<file path="config.mk">
export PLATFORM = sky130hd
export DESIGN_NAME = pulse_trap
export DESIGN_NICKNAME = d
export VERILOG_FILES = /design/src/rtl/pulse_trap_pkg.sv /design/src/rtl/pt_sync.sv /design/src/rtl/pt_events.sv /design/src/rtl/pt_ctrl.sv /design/src/rtl/pulse_trap.sv
export SDC_FILE = /design/constraint.sdc
export NUM_CORES = 1
export LEC_CHECK = 0
export ABC_AREA = 0
export BUFFER_PORTS_ARGS = -buffer_cell sky130_fd_sc_hd__buf_4
export CAP_MARGIN = 15
export CORE_AREA = 2 2 39 41
export DETAILED_ROUTE_END_ITERATION = 12
export DIE_AREA = 0 0 41 43
export HOLD_SLACK_MARGIN = 0.1
export PLACE_DENSITY = 0.47
export SETUP_SLACK_MARGIN = 0.4
export SLEW_MARGIN = 25
export SYNTH_ARGS = -nofsm -noshare
export SYNTH_HDL_FRONTEND = slang
export SYNTH_SLANG_ARGS = --single-unit
</file>
<file path="constraint.sdc">
create_clock -name clk -period 1.4 [get_ports clk]
set_input_delay 0.28 -clock clk [delete_from_list [all_inputs] [get_ports clk]]
set_output_delay 0.28 -clock clk [all_outputs]
set_load 0.01 [all_outputs]
</file>
<file path="src/rtl/pulse_trap_pkg.sv">
package pulse_trap_pkg;

    localparam int CH_CMD  = 0;
    localparam int CH_WAVE = 1;
    localparam int N_CH    = 2;

    typedef struct packed {
        logic cmd_rise;
        logic wave_rise;
        logic wave_late;
    } evt_t;

    typedef struct packed {
        logic arm;
        logic en;
    } cap_t;

    function automatic logic rose(input logic now_v, input logic was_v);
        return now_v & ~was_v;
    endfunction

endpackage

</file>
<file path="src/rtl/pt_sync.sv">
module pt_sync #(
    parameter int WIDTH  = 2,
    parameter int STAGES = 2
) (
    input  logic             clk,
    input  logic             rst,
    input  logic [WIDTH-1:0] async_in,
    output logic [WIDTH-1:0] sync_out
);
    logic [WIDTH-1:0] stg [STAGES];

    always_ff @(posedge clk) begin
        if (rst) stg[0] <= '0;
        else     stg[0] <= async_in;
    end

    for (genvar k = 1; k < STAGES; k++) begin : g_stage
        always_ff @(posedge clk) begin
            if (rst) stg[k] <= '0;
            else     stg[k] <= stg[k-1];
        end
    end

    assign sync_out = stg[STAGES-1];
endmodule

</file>
<file path="src/rtl/pt_events.sv">
module pt_events
    import pulse_trap_pkg::*;
#(
    parameter int WAVE_DLY = 2
) (
    input  logic            clk,
    input  logic            rst,
    input  logic [N_CH-1:0] lvl,
    output evt_t            evt
);
    logic                cmd_prev;
    logic [WAVE_DLY-1:0] wave_line;

    always_ff @(posedge clk) begin
        if (rst) begin
            cmd_prev     <= 1'b0;
            wave_line[0] <= 1'b0;
        end else begin
            cmd_prev     <= lvl[CH_CMD];
            wave_line[0] <= lvl[CH_WAVE];
        end
    end

    for (genvar k = 1; k < WAVE_DLY; k++) begin : g_dly
        always_ff @(posedge clk) begin
            if (rst) wave_line[k] <= 1'b0;
            else     wave_line[k] <= wave_line[k-1];
        end
    end

    always_comb begin
        evt.cmd_rise  = rose(lvl[CH_CMD], cmd_prev);
        evt.wave_rise = rose(lvl[CH_WAVE], wave_line[0]);
        evt.wave_late = wave_line[WAVE_DLY-1];
    end

    // A detected wave rise cannot repeat on the very next cycle
    assert_rise_isolated_R2: assert property (@(posedge clk) disable iff (rst)
        evt.wave_rise |=> !evt.wave_rise);
endmodule

</file>
<file path="src/rtl/pt_ctrl.sv">
module pt_ctrl
    import pulse_trap_pkg::*;
(
    input  logic clk,
    input  logic rst,
    input  evt_t evt,
    output logic pulse_q,
    output logic armed
);
    cap_t st, st_nx;
    logic done;

    // the delayed wave has gone low while the copied pulse is still high
    assign done = st.en & pulse_q & ~evt.wave_late;

    always_comb begin
        st_nx = st;
        if (done) begin
            st_nx = '0;
        end else begin
            if (evt.cmd_rise && !st.arm)                 st_nx.arm = 1'b1;
            if (st.arm && !st.en && evt.wave_rise)       st_nx.en  = 1'b1;
        end
    end

    always_ff @(posedge clk) begin
        if (rst) begin
            st      <= '0;
            pulse_q <= 1'b0;
        end else begin
            st      <= st_nx;
            pulse_q <= st.en & evt.wave_late;
        end
    end

    assign armed = st.arm;

    assert_en_needs_arm_R2: assert property (@(posedge clk) disable iff (rst)
        st.en |-> st.arm);
    assert_arm_from_cmd_R1: assert property (@(posedge clk) disable iff (rst)
        $rose(st.arm) |-> $past(evt.cmd_rise));
    assert_pulse_after_enable_R2: assert property (@(posedge clk) disable iff (rst)
        $rose(pulse_q) |-> $past(st.en));
    assert_release_together_R6: assert property (@(posedge clk) disable iff (rst)
        $fell(pulse_q) |-> !st.arm);
    assert_reset_clears_R8: assert property (@(posedge clk)
        rst |=> (!pulse_q && !st.arm && !st.en));
endmodule

</file>
<file path="src/rtl/pulse_trap.sv">
module pulse_trap
    import pulse_trap_pkg::*;
#(
    parameter int SYNC_STAGES = 2,
    parameter int WAVE_DLY    = 2
) (
    input  logic clk,
    input  logic rst,
    input  logic cmd_in,
    input  logic wave_in,
    output logic pulse_out,
    output logic busy
);
    logic [N_CH-1:0] raw_lvl;
    logic [N_CH-1:0] syn_lvl;
    evt_t            evt;

    always_comb begin
        raw_lvl          = '0;
        raw_lvl[CH_CMD]  = cmd_in;
        raw_lvl[CH_WAVE] = wave_in;
    end

    pt_sync #(.WIDTH(N_CH), .STAGES(SYNC_STAGES)) u_sync (
        .clk(clk), .rst(rst), .async_in(raw_lvl), .sync_out(syn_lvl)
    );

    pt_events #(.WAVE_DLY(WAVE_DLY)) u_evt (
        .clk(clk), .rst(rst), .lvl(syn_lvl), .evt(evt)
    );

    pt_ctrl u_ctrl (
        .clk(clk), .rst(rst), .evt(evt), .pulse_q(pulse_out), .armed(busy)
    );

    assert_pulse_within_busy_R7: assert property (@(posedge clk) disable iff (rst)
        pulse_out |-> busy);
endmodule

</file>
==> impl_metrics.json <==
{
  "finalWirelength_um": 412,
  "syn_area_sq_um": 307,
  "endpoint_kind": "primary output",
  "gp_congestion": 0.589,
  "yosysTopAreaCellShare_pct": 65.3,
  "crit_arrival_ns": 0.70,
  "synth_edf_count": 0,
  "finish.utilization_pct": 29.8,
  "portBuffers": 5,
  "hold_buffers": 0,
  "first_iter_violations": 0,
  "rsz0062_at_grt": "true",
  "ys_seq_elements": 10,
  "run_status": "finished clean",
  "grt.met1_usage_pct": 8.14,
  "grt_max_degree": 11,
  "clkTransAtPathRegs_ns": 0.06,
  "worst-path-buf-inv": 1,
  "worstPathMaxFanout": 2,
  "syn_avg_cell_area_sq_um": 11.8,
  "post-route-period-util_pct": 69.9,
  "synth_most_common_cell": "dfxtp_1",
  "period_minus_slack_ns": 0.979,
  "antenna_found_initial": 0,
  "drv_slew": 0,
  "worstMarginPinSlew_ns": 0.217,
  "cp.required_ns": 1.12,
  "crit_slowest_cell": "dfxtp_2",
  "p_leak_nw": 0.164,
  "vdd_ir_drop_max_mv": 0.473,
  "post_drt_wl_per_cell_um": 8.08,
  "grt_pass1_wl_um": 814,
  "postRouteAntennaNets": 0,
  "setup_tns_ns": 0,
  "slew_headroom_pct": 85.4,
  "hold_viol_final": 0,
  "num_vias": 196,
  "diodes": 0,
  "viasPerCell": 3.84,
  "clockBufferDepth": 2,
  "cts_tree": "built",
  "start_kind": "register",
  "synth.top_cells.by_area": "dfxtp_1 (65%), nor2b_1 (14%), a211oi_1 (4.9%)",
  "cap_violations": 0,
  "rows": 14,
  "critical_path_class": "reg -> out",
  "syn_to_final_growth_pct": 34.7,
  "root_buffer": "clkbuf_4",
  "core_sq_mm": 0.00138,
  "synth_cell_types": 9,
  "grt_pass1_vias": 199,
  "drc": 0,
  "cts.sinks": 10,
  "clock_latency_ns": 0.26,
  "worstPathCellList": "buf_6",
  "grt_use_met3_pct": 4.71,
  "synth_cells": 26,
  "p_per_area_mw_per_mm2": 1380,
  "dieArea_sq_mm": 0.00176,
  "grt.total_usage_pct": 7.36,
  "synthTopCellsByCount": "dfxtp_1 (10), nor2b_1 (7), a211oi_1 (2), inv_1 (2)",
  "total_power_mw": 0.570,
  "dr.pass1.iters": 1,
  "hold_path_class": "in -> reg",
  "nNetsFinal": 40,
  "start_util_pct": 22.2,
  "gr-max-usage-layer": "met2",
  "async_flop_share_pct": 0,
  "drive_gt1_share_pct": 37.1,
  "yosysSeqAreaShare_pct": 65.3,
  "numCtsBuffers": 3,
  "die_width_um": 41,
  "grt-ovfl-total": 0,
  "ys.flop_type": "dfxtp_1",
  "max_freq_mhz": 1020,
  "yosysWarnings": 0,
  "use_met2_pct": 9.38,
  "clock_skew_ns": 0.00523,
  "r2r_slack_ns": 0.56,
  "setup_violations": 0,
  "syn_nets": 30,
  "htreeDepth": 1,
  "pin_count": 6,
  "max_stage_delay_ns": 0.33,
  "yosysTopAreaCell": "dfxtp_1",
  "die_height_um": 43,
  "cp_top_family": "flip-flops"
}
[repair_timing]
item	4_1_cts	5_1_grt
gates resized for setup	2	2
endpoints found under the setup margin	1	2
setup buffers	1	0
cloned	0	0
[flip-flops by register name, indices dropped and copies added (netlist names)]
register,cells
u_ctrl.st,1
u_evt.evt,1
u_evt.wave_line,1
u_ctrl.armed,1
u_evt.cmd_prev,1
u_sync.stg,4
u_ctrl.pulse_q,1
[placed cells by master, fill, tap and decap left out, drive strengths merged]
cell	n
nand3b	1
nor3b	1
dfxtp	10
buf	6
clkbuf	4
nand2b	1
a211oi	2
and3b	1
inv	2
nor2b	7
[cells by family (layout without fill, tap and decap cells)]
| group | Yosys count | in the layout | synth area share, % |
|---|---|---|---|
| AO/OA/AOI/OAI | 2 | 2 | 4.90 |
| buffers and inverters | 3 | 12 | 4.08 |
| flip-flops | 10 | 10 | 65.3 |
| AND/OR/NAND/NOR | 11 | 11 | 25.7 |
[routing by layer]
layer / routed length [um] / part of all wire (%) / vias to the layer above
met4: 0 / 0 / 0
li1: - / - / 102
met2: 198 / 48 / 6
met1: 177 / 43 / 88
met5: 0 / 0 / -
met3: 36 / 8.7 / 0
[final cells by class]
class,instances,area [sq um]
clock buffers,4,36.3
fillers,149,971
inverters,2,7.51
multi-input cells,13,93.8
flip-flops and latches,10,203
well taps,16,20.0
repair buffers,6,52.6
[power by group]
group	switching [mW]	internal (mW)	total [mW]
combinational	0.00938	0.0157	0.0251
clock	0.0898	0.157	0.247
sequential	0.00349	0.294	0.298
[worst reg2reg max path, stage by stage, from the launching register on]
cell and delay [ns]:
dfxtp_1 0.32, and3b_1 0.19, a211oi_1 0.24
[path summary, 6_finish.rpt]
path	from	end	depth (start not counted)
setup / recovery	u_ctrl.armed	busy	1
hold / removal	wave_in	u_sync.stg[0][1]	2
setup reg to reg	u_evt.evt[0]	u_ctrl.armed	2
hold reg to reg	u_sync.stg[0][0]	u_sync.stg[1][0]	1
[metrics by stage]
stage / area (sq um) / std cells / worst slack [ns] / hold WS (ns)
2_1_floorplan: 307 / 26 / 0.652 / 0.408
3_3_place_gp: 359 / 46 / 0.659 / 0.417
3_5_place_dp: 359 / 46 / 0.574 / 0.429
4_1_cts: 408 / 51 / 0.405 / 0.220
5_1_grt: 413 / 51 / 0.383 / 0.250
6_report: 413 / 51 / 0.421 / 0.233
Power figures use the tool's default switching activity.
